<file path="src/rtl/usart_fmt_pkg.sv">
// Shared types and fixed bit positions for the control-write sequencer.
// Assumes byte-wide CPU writes; the bit positions are fixed by the driver contract.
package usart_fmt_pkg;
    typedef enum logic [1:0] {
        FMT_MODE = 2'd0,
        FMT_SYNC = 2'd1,
        FMT_CMD  = 2'd2
    } fmt_e;

    localparam int WORD_W      = 8;
    localparam int CB_TXEN     = 0;
    localparam int CB_DTR      = 1;
    localparam int CB_RXEN     = 2;
    localparam int CB_BRK      = 3;
    localparam int CB_ERRCLR   = 4;
    localparam int CB_RTS      = 5;
    localparam int CB_IRESET   = 6;
    localparam int CB_HUNT     = 7;
    localparam int MB_ONE_SYNC = 7;
endpackage

</file>
<file path="src/rtl/usart_fmt_fsm.sv">
// Format state machine: decides whether a control write is a mode word, a sync
// character or a command word, and issues one write-enable per target register.
// Assumes wr_stb lasts one cycle per CPU write.
module usart_fmt_fsm
    import usart_fmt_pkg::*;
#(
    parameter int SYNC_MAX = 2
) (
    input  logic                clk,
    input  logic                usart_reset,
    input  logic                wr_stb,
    input  logic                ctl_sel,
    input  logic [WORD_W-1:0]   wr_data,
    input  logic                one_sync,
    output logic                mode_we,
    output logic [SYNC_MAX-1:0] sync_we,
    output logic                cmd_we
);
    localparam int IDX_W = (SYNC_MAX > 1) ? $clog2(SYNC_MAX) : 1;
    localparam int CNT_W = IDX_W + 1;

    fmt_e             state;
    logic [IDX_W-1:0] sync_idx;
    logic             ctl_wr;
    logic [CNT_W-1:0] sync_need;
    logic             last_sync;

    // Decode the strobe into register enables for the current format.
    always_comb begin
        ctl_wr    = wr_stb && ctl_sel;
        mode_we   = ctl_wr && (state == FMT_MODE);
        cmd_we    = ctl_wr && (state == FMT_CMD);
        sync_need = one_sync ? CNT_W'(1) : CNT_W'(SYNC_MAX);
        last_sync = ({1'b0, sync_idx} == (sync_need - CNT_W'(1)));
    end

    genvar gi;
    generate
        for (gi = 0; gi < SYNC_MAX; gi++) begin : g_sync_we
            // Enable for sync character slot gi.
            assign sync_we[gi] = ctl_wr && (state == FMT_SYNC) && (sync_idx == IDX_W'(gi));
        end
    endgenerate

    // Advance the format state on each control write.
    always_ff @(posedge clk) begin
        if (usart_reset) begin
            state    <= FMT_MODE;
            sync_idx <= '0;
        end else if (ctl_wr) begin
            case (state)
                FMT_MODE: begin
                    sync_idx <= '0;
                    state    <= (wr_data[1:0] == 2'b00) ? FMT_SYNC : FMT_CMD;
                end
                FMT_SYNC: begin
                    if (last_sync) state <= FMT_CMD;
                    else           sync_idx <= sync_idx + IDX_W'(1);
                end
                default: begin
                    if (wr_data[CB_IRESET]) state <= FMT_MODE;
                end
            endcase
        end
    end

    p_ireset_to_mode_r6: assert property (@(posedge clk) disable iff (usart_reset)
        (cmd_we && wr_data[CB_IRESET]) |=> (state == FMT_MODE));
    p_async_to_cmd_r4: assert property (@(posedge clk) disable iff (usart_reset)
        (mode_we && (wr_data[1:0] != 2'b00)) |=> (state == FMT_CMD));
    p_data_hold_r11: assert property (@(posedge clk) disable iff (usart_reset)
        (wr_stb && !ctl_sel) |=> ($stable(state) && $stable(sync_idx)));
endmodule

</file>
<file path="src/rtl/usart_mode_store.sv">
// Holds the mode word and the sync characters written during the sync phase.
// Assumes at most one enable is active per cycle.
module usart_mode_store
    import usart_fmt_pkg::*;
#(
    parameter int SYNC_MAX = 2
) (
    input  logic                       clk,
    input  logic                       usart_reset,
    input  logic [WORD_W-1:0]          wr_data,
    input  logic                       mode_we,
    input  logic [SYNC_MAX-1:0]        sync_we,
    output logic [WORD_W-1:0]          mode_word,
    output logic [SYNC_MAX*WORD_W-1:0] sync_chars
);
    // Capture the mode word.
    always_ff @(posedge clk) begin
        if (usart_reset)  mode_word <= '0;
        else if (mode_we) mode_word <= wr_data;
    end

    genvar gi;
    generate
        for (gi = 0; gi < SYNC_MAX; gi++) begin : g_sync
            // Capture sync character slot gi.
            always_ff @(posedge clk) begin
                if (usart_reset)
                    sync_chars[gi*WORD_W +: WORD_W] <= '0;
                else if (sync_we[gi])
                    sync_chars[gi*WORD_W +: WORD_W] <= wr_data;
            end
        end
    endgenerate
endmodule

</file>
<file path="src/rtl/usart_cmd_reg.sv">
// Command register: keeps the level bits and produces the error-clear and
// hunt pulses. Assumes sync_mode is stable whenever a command is written.
module usart_cmd_reg
    import usart_fmt_pkg::*;
(
    input  logic              clk,
    input  logic              usart_reset,
    input  logic              cmd_we,
    input  logic [WORD_W-1:0] wr_data,
    input  logic              sync_mode,
    output logic              tx_en,
    output logic              rx_en,
    output logic              send_break,
    output logic              dtr_n,
    output logic              rts_n,
    output logic              err_clr,
    output logic              hunt_start
);
    logic dtr_q, rts_q;

    // Update the level bits; an internal reset clears them.
    always_ff @(posedge clk) begin
        if (usart_reset) begin
            tx_en <= 1'b0; rx_en <= 1'b0; send_break <= 1'b0;
            dtr_q <= 1'b0; rts_q <= 1'b0;
        end else if (cmd_we) begin
            if (wr_data[CB_IRESET]) begin
                tx_en <= 1'b0; rx_en <= 1'b0; send_break <= 1'b0;
                dtr_q <= 1'b0; rts_q <= 1'b0;
            end else begin
                tx_en      <= wr_data[CB_TXEN];
                rx_en      <= wr_data[CB_RXEN];
                send_break <= wr_data[CB_BRK];
                dtr_q      <= wr_data[CB_DTR];
                rts_q      <= wr_data[CB_RTS];
            end
        end
    end

    // One-cycle pulses for the status and receive engines.
    always_ff @(posedge clk) begin
        if (usart_reset) begin
            err_clr    <= 1'b0;
            hunt_start <= 1'b0;
        end else begin
            err_clr    <= cmd_we && wr_data[CB_ERRCLR];
            hunt_start <= cmd_we && wr_data[CB_HUNT] && !wr_data[CB_IRESET] && sync_mode;
        end
    end

    // Drive the modem lines active low.
    always_comb begin
        dtr_n = ~dtr_q;
        rts_n = ~rts_q;
    end

    p_pulse_quiet_r9: assert property (@(posedge clk) disable iff (usart_reset)
        !cmd_we |=> (!err_clr && !hunt_start));
endmodule

</file>
<file path="src/rtl/usart_ctl_seq.sv">
// Top of the control-write sequencer: format state machine, mode/sync storage
// and command register. Assumes byte writes with a one-cycle strobe.
module usart_ctl_seq
    import usart_fmt_pkg::*;
#(
    parameter int SYNC_MAX = 2
) (
    input  logic                       clk,
    input  logic                       usart_reset,
    input  logic                       wr_stb,
    input  logic                       ctl_sel,
    input  logic [7:0]                 wr_data,
    output logic [7:0]                 mode_word,
    output logic                       sync_mode,
    output logic [SYNC_MAX*8-1:0]      sync_chars,
    output logic                       tx_en,
    output logic                       rx_en,
    output logic                       send_break,
    output logic                       err_clr,
    output logic                       hunt_start,
    output logic                       dtr_n,
    output logic                       rts_n
);
    logic                mode_we, cmd_we;
    logic [SYNC_MAX-1:0] sync_we;

    usart_fmt_fsm #(.SYNC_MAX(SYNC_MAX)) i_fsm (
        .clk(clk), .usart_reset(usart_reset), .wr_stb(wr_stb), .ctl_sel(ctl_sel),
        .wr_data(wr_data), .one_sync(mode_word[MB_ONE_SYNC]),
        .mode_we(mode_we), .sync_we(sync_we), .cmd_we(cmd_we)
    );

    usart_mode_store #(.SYNC_MAX(SYNC_MAX)) i_store (
        .clk(clk), .usart_reset(usart_reset), .wr_data(wr_data),
        .mode_we(mode_we), .sync_we(sync_we),
        .mode_word(mode_word), .sync_chars(sync_chars)
    );

    // Synchronous operation is chosen by a zero clock-factor field.
    always_comb sync_mode = (mode_word[1:0] == 2'b00);

    usart_cmd_reg i_cmd (
        .clk(clk), .usart_reset(usart_reset), .cmd_we(cmd_we), .wr_data(wr_data),
        .sync_mode(sync_mode), .tx_en(tx_en), .rx_en(rx_en), .send_break(send_break),
        .dtr_n(dtr_n), .rts_n(rts_n), .err_clr(err_clr), .hunt_start(hunt_start)
    );

    p_hunt_sync_only_r10: assert property (@(posedge clk) disable iff (usart_reset)
        hunt_start |-> sync_mode);
endmodule

</file>
<file path="config.mk">
export PLATFORM = sky130hd
export DESIGN_NAME = usart_ctl_seq
export DESIGN_NICKNAME = d
export VERILOG_FILES = /design/src/rtl/usart_fmt_pkg.sv /design/src/rtl/usart_fmt_fsm.sv /design/src/rtl/usart_mode_store.sv /design/src/rtl/usart_cmd_reg.sv /design/src/rtl/usart_ctl_seq.sv
export SDC_FILE = /design/constraint.sdc
export NUM_CORES = 1
export LEC_CHECK = 0
export ABC_AREA = 1
export BUFFER_PORTS_ARGS = -buffer_cell sky130_fd_sc_hd__clkbuf_2
export CAP_MARGIN = 10
export CORE_ASPECT_RATIO = 1.75
export CORE_MARGIN = 8
export CORE_UTILIZATION = 50
export DETAILED_ROUTE_END_ITERATION = 12
export PLACE_DENSITY_LB_ADDON = 0.08
export SETUP_SLACK_MARGIN = 0.1
export SLEW_MARGIN = 15
export SYNTH_ARGS = -nofsm -noshare
export SYNTH_HDL_FRONTEND = slang
export SYNTH_HIERARCHICAL = 1
export SYNTH_SLANG_ARGS = --single-unit
</file>
<file path="constraint.sdc">
create_clock -name clk -period 1.52 [get_ports clk]
set_input_delay 0.152 -clock clk [delete_from_list [all_inputs] [get_ports clk]]
set_output_delay 0.152 -clock clk [all_outputs]
set_load 0.02 [all_outputs]
</file>
* Word level (Yosys, flattened, before mapping)
Index checks and enable logic that the tools add are counted.
** Word-level totals
- Output and inout bits :: 32
- Input port bits :: 12
- Logic and storage cells :: 52
- Register bits :: 34
** Operators by class
- Equality and inequality tests :: 5
- Bitwise logic cells :: 3
- Reductions and logical operators :: 18
- Multiplexer cells :: 12
- Add/sub/neg operators :: 2
** Operators by type and width (count)
- logical AND 1 bit :: 10
- two-way mux 2 bit :: 4
- logical NOT 2 bit :: 3
- two-way mux 1 bit :: 6
- AND reduction 3 bit :: 2
- one-hot mux 2 bit (2 select lines) :: 1
- NOT 1 bit :: 3
- nonzero test 3 bit :: 1
- equality test 1 x 2 -> 1 bit :: 1
- equality test 2 x 1 -> 1 bit, second input constant :: 1
- equality test 2 bit, second input constant :: 1
- inequality test 2 x 1 -> 1 bit, second input constant :: 1
- inequality test 2 bit, second input constant :: 1
- one-hot mux 1 bit (2 select lines) :: 1
- nonzero test 2 bit :: 1
- subtractor 2 x 1 -> 2 bit, second input constant :: 1
- adder 1 bit, second input constant :: 1
- logical NOT 1 bit :: 1

* Depth between registers and ports, before layout
- Depth after elaboration :: 5
- Gate-level depth with buffers :: 8
- Gate-level depth less buffers :: 7

* Modules after synthesis
The synthesis kept the hierarchy.
** Modules (own cells, without submodules)
- usart_mode_store :: cells each 137, sequential area each 480.5 µm², area an instance 974.7 µm², times used 1
- usart_cmd_reg :: cells each 32, sequential area each 140.1 µm², area an instance 262.8 µm², times used 1
- usart_fmt_fsm :: cells each 36, sequential area each 60.1 µm², area an instance 221.5 µm², times used 1
- usart_ctl_seq :: cells each 1, sequential area each 0.0 µm², area an instance 3.8 µm², times used 1

* Worst setup path before layout
OpenSTA, ideal clock, no wires.
- Kind :: flip-flop to flip-flop
- From :: register i_fsm.state[0]
- To :: register i_store.sync_chars[13]
- Slack :: 0.339 ns
- Cell stages (with the launch flop) :: 8
- Clock period less this slack :: 1.181 ns
- Data arrival time :: 1.067 ns
- Cells stage by stage :: dfxtp_1 nand2_2 nor3_1 buf_6 buf_6 nand2_1 nand2_1 nor2_2
** On the way
- Longest elaborated chain between the ends :: 3
** Ends and longest elaborated chain
- start: declaration :: line usart_fmt_fsm.sv:22 : fmt_e state;
- start signal: assignment :: line usart_fmt_fsm.sv:54 : state <= (wr_data[1:0] == 2'b00) ? FMT_SYNC : FMT_CMD;
- equality test 2 x 1 -> 1 bit :: line usart_fmt_fsm.sv:41 : assign sync_we[gi] = ctl_wr && (state == FMT_SYNC) && (sync_idx == IDX_W'(gi));
- logical AND 1 bit (2 in series) :: line usart_fmt_fsm.sv:41
- named net sync_we[1] :: line usart_ctl_seq.sv:25 : logic [SYNC_MAX-1:0] sync_we;
- end signal: indexed assignment :: line usart_mode_store.sv:30 : sync_chars[gi*WORD_W +: WORD_W] <= wr_data;
- end: declaration :: line usart_mode_store.sv:14 : output logic [SYNC_MAX*WORD_W-1:0] sync_chars
The timed path passes the listed nets, and every way through them passes these cells.
A chain may end at the register's enable or synchronous reset.

* Worst setup path after layout
- From :: register i_fsm.state[0]
- To :: register i_store.mode_word[0]
** On the way
- Longest elaborated chain between the ends :: 2
** Ends and longest elaborated chain
- logical NOT 2 bit :: line usart_fmt_fsm.sv:31 : mode_we = ctl_wr && (state == FMT_MODE);
- logical AND 1 bit :: line usart_fmt_fsm.sv:31
- named net mode_we :: line usart_ctl_seq.sv:24 : logic mode_we, cmd_we;
- end signal: assignment :: line usart_mode_store.sv:19 : else if (mode_we) mode_word <= wr_data;
- end: declaration :: line usart_mode_store.sv:13 : output logic [WORD_W-1:0] mode_word,
The timed path passes the listed nets, and every way through them passes these cells.

==> metrics <==
run status=complete, no violations; Routed Wire Length=roughly 3400 um; hold slack final=0.0880 ns; total power=about 1.9 mW; Tot GR Track Use=0.143; dpl ws=around 0.23 ns; share of post-route cells with drive strength above 1=0.264; setup slack, reg-to-reg=approximately 0.27 ns; total number of vias=1373; hpwl dp=2640 um; first-pass GRT wire length=around 5700 um; initial antenna violation count=0; max-slew violations=0; core area=~2900 um^2; Worst-Margin Slew=0.384 ns; Reg2Reg Capture Point=i_store/mode_word[0]$_SDFFE_PP0P_; cell breakdown of the critical path=nor3_1 -> buf_4 -> nand2_1 -> nand2_1 -> nor2_1; max_cap viols=0; Worst Path Required=approximately 1.7 ns; Cell Pwr Density=roughly 1100 nW/um^2; CP max stage cell=dfxtp_1; vias in the first global route=1305; post-synth top area cell=dfxtp_1; Leak=approximately 0.88 nW; Crit Path Class=reg -> reg; H-tree depth=2; Setup Viol. Count Final=0; Worst Setup End Kind=flop; RSZ-0062 raised after global routing=false; FP Rows=26; DRT antenna net count=0; clk_skew=slightly above 0.006 ns; Worst R2R Start=i_fsm/state[0]$_SDFFE_PP0P_; top post-synthesis cells by area=dfxtp_1 47%, nand2_1 16%, nor2_1 14%; Final Wtd Congestion=about 0.80; die width=56.9 um; DR WL/cell=between 10 and 15 um; Die Y-Extent=around 88 um; area delta synth->final=19.4%; register clock-pin slew on the reported worst setup and hold paths=0.07 ns; syn nets=218; hold endpoint=i_cmd/err_clr$_SDFF_PP0_; Reg2Reg Depth=5; maximum clock rate=about 0.80 GHz; min-delay src=wr_data[4]; die area=4980 um^2; synthesis-stage register bit count=34; CTS Root Cell=clkbuf_8; CTS max path bufs=2; I/O pins=44; family with the most delay on the worst path=simple AND/OR/NAND/NOR gates; # Post-CTS Setup Buffers=0; Num CTS Buffers=5; DR pass1 iterations=4; dpl cells=272; final core utilization=0.610; antenna fix cells=0; Worst-Skew Late Latency=approximately 0.28 ns; most used cell along the critical path=nand2_1; Via density=approximately 5; CTS tree=built; crit-path max FO=14; worst min path class=in -> reg; Worst EP arrival=approximately 1.4 ns; setup TNS=0 ns; final hold vios=0; Clock Sinks=34; Bufs and invs on worst path=1; Mapped Avg Cell Area=between 7 and 8 um^2; final setup margin=0.270 ns; DRC Markers=0; Syn Std Cell Area=between 1000 and 1500 um^2; max_slew headroom=0.744; Cell variety after synth=15; IO buf count=43; pin count of the biggest net entering global routing=25; Critical Path Max Stage Delay=roughly 0.37 ns; hold depth=3; Hold Buf Count CTS=0; Area after DPL=around 1600 um^2; register area share after synthesis=0.465; drt initial violations=20; startpoint class of the critical path=flop; Starting Density=0.511; design area=between 1500 and 2000 um^2; Finished Layout Cells=approximately 280; CTS resizes=0; min Tclk post-route=roughly 1.3 ns; top cell type's share of synthesized area=0.465; period utilization=0.823; VDD IR max=between 600 and 700 uV; Final nets=265; Synth Instances=between 200 and 250; Remaining Overflow, GRT=0; yosys warns=6
[flip-flops by register name, summed over array words and instances (netlist names)]
signal,flops
i_cmd/dtr_q,1
i_cmd/err_clr,1
i_cmd/hunt_start,1
i_cmd/rts_q,1
i_cmd/rx_en,1
i_cmd/send_break,1
i_cmd/tx_en,1
i_fsm/state,2
i_fsm/sync_idx,1
i_store/mode_word,8
i_store/sync_chars,16
[worst min-delay path, delay by kind of cell]
family / cells / cell delay, ns
buffers and inverters: 1 / 0.09
and+or+nand+nor: 2 / 0.09
[metal layers]
metal  track usage  vias to the layer above  share of wire
li1              -                      716              -
met1         0.139                      618           0.41
met2         0.252                       33           0.51
met3        0.0624                        6          0.066
met4        0.0644                        0          0.018
met5             0                        -              0
[cell type report]
class,count,area (um^2)
clock buffers,6,82.6
clock inverters,2,12.5
fillers,301,1120
inverters,19,71.3
multi-input cells,144,604
flip-flops and latches,34,681
well taps,28,35.0
repair buffers,49,260
[cell usage after synthesis]
master and instances:
nand2_1 62, nor2_1 54, dfxtp_1 34, inv_1 14
nand3_1 11, buf_6 7, nand4_1 6, inv_2 5
a21oi_1 3, nor3_1 3, clkbuf_8 2, nor2_2 2
nand2_2 1, nand2_4 1, nor3_4 1
[worst max-delay path by stage]
stage	from	end	slack, ns	cells after the start
after global routing	i_fsm/state[0]$_SDFFE_PP0P_	i_store/mode_word[6]$_SDFFE_PP0P_	0.10	5
after global placement	i_fsm/state[1]$_SDFFE_PP0P_	i_store/sync_chars[4]$_SDFFE_PP0P_	0.24	6
after floorplan	i_fsm/state[0]$_SDFFE_PP0P_	i_store/sync_chars[13]$_SDFFE_PP0P_	0.34	7
after detailed placement	i_fsm/state[0]$_SDFFE_PP0P_	i_store/sync_chars[3]$_SDFFE_PP0P_	0.23	5
after CTS	i_fsm/state[0]$_SDFFE_PP0P_	i_store/sync_chars[3]$_SDFFE_PP0P_	0.21	5
final	i_fsm/state[0]$_SDFFE_PP0P_	i_store/mode_word[0]$_SDFFE_PP0P_	0.27	5
[cell usage in the layout, fill, tap and decap left out, drive strengths merged]
| cell | Yosys | routed |
|---|---|---|
| nand2 | 64 | 64 |
| nor2 | 56 | 56 |
| clkbuf | 2 | 49 |
| dfxtp | 34 | 34 |
| inv | 19 | 19 |
| nand3 | 11 | 11 |
| nand4 | 6 | 6 |
| buf | 7 | 6 |
| nor3 | 4 | 4 |
| a21oi | 3 | 3 |
| clkinvlp | 0 | 1 |
| clkinv | 0 | 1 |
[cell families after synthesis]
family	Yosys count	share of synthesized area
simple gates	141	0.403
buf+inv	28	0.121
flops	34	0.465
compound gates	3	0.0103
[where the power goes]
group,total (mW),internal (mW),switching (mW)
Sequential,0.943,0.920,0.0228
Clock,0.685,0.364,0.322
Combinational,0.227,0.0759,0.152
(Power assumes the default switching activity.)
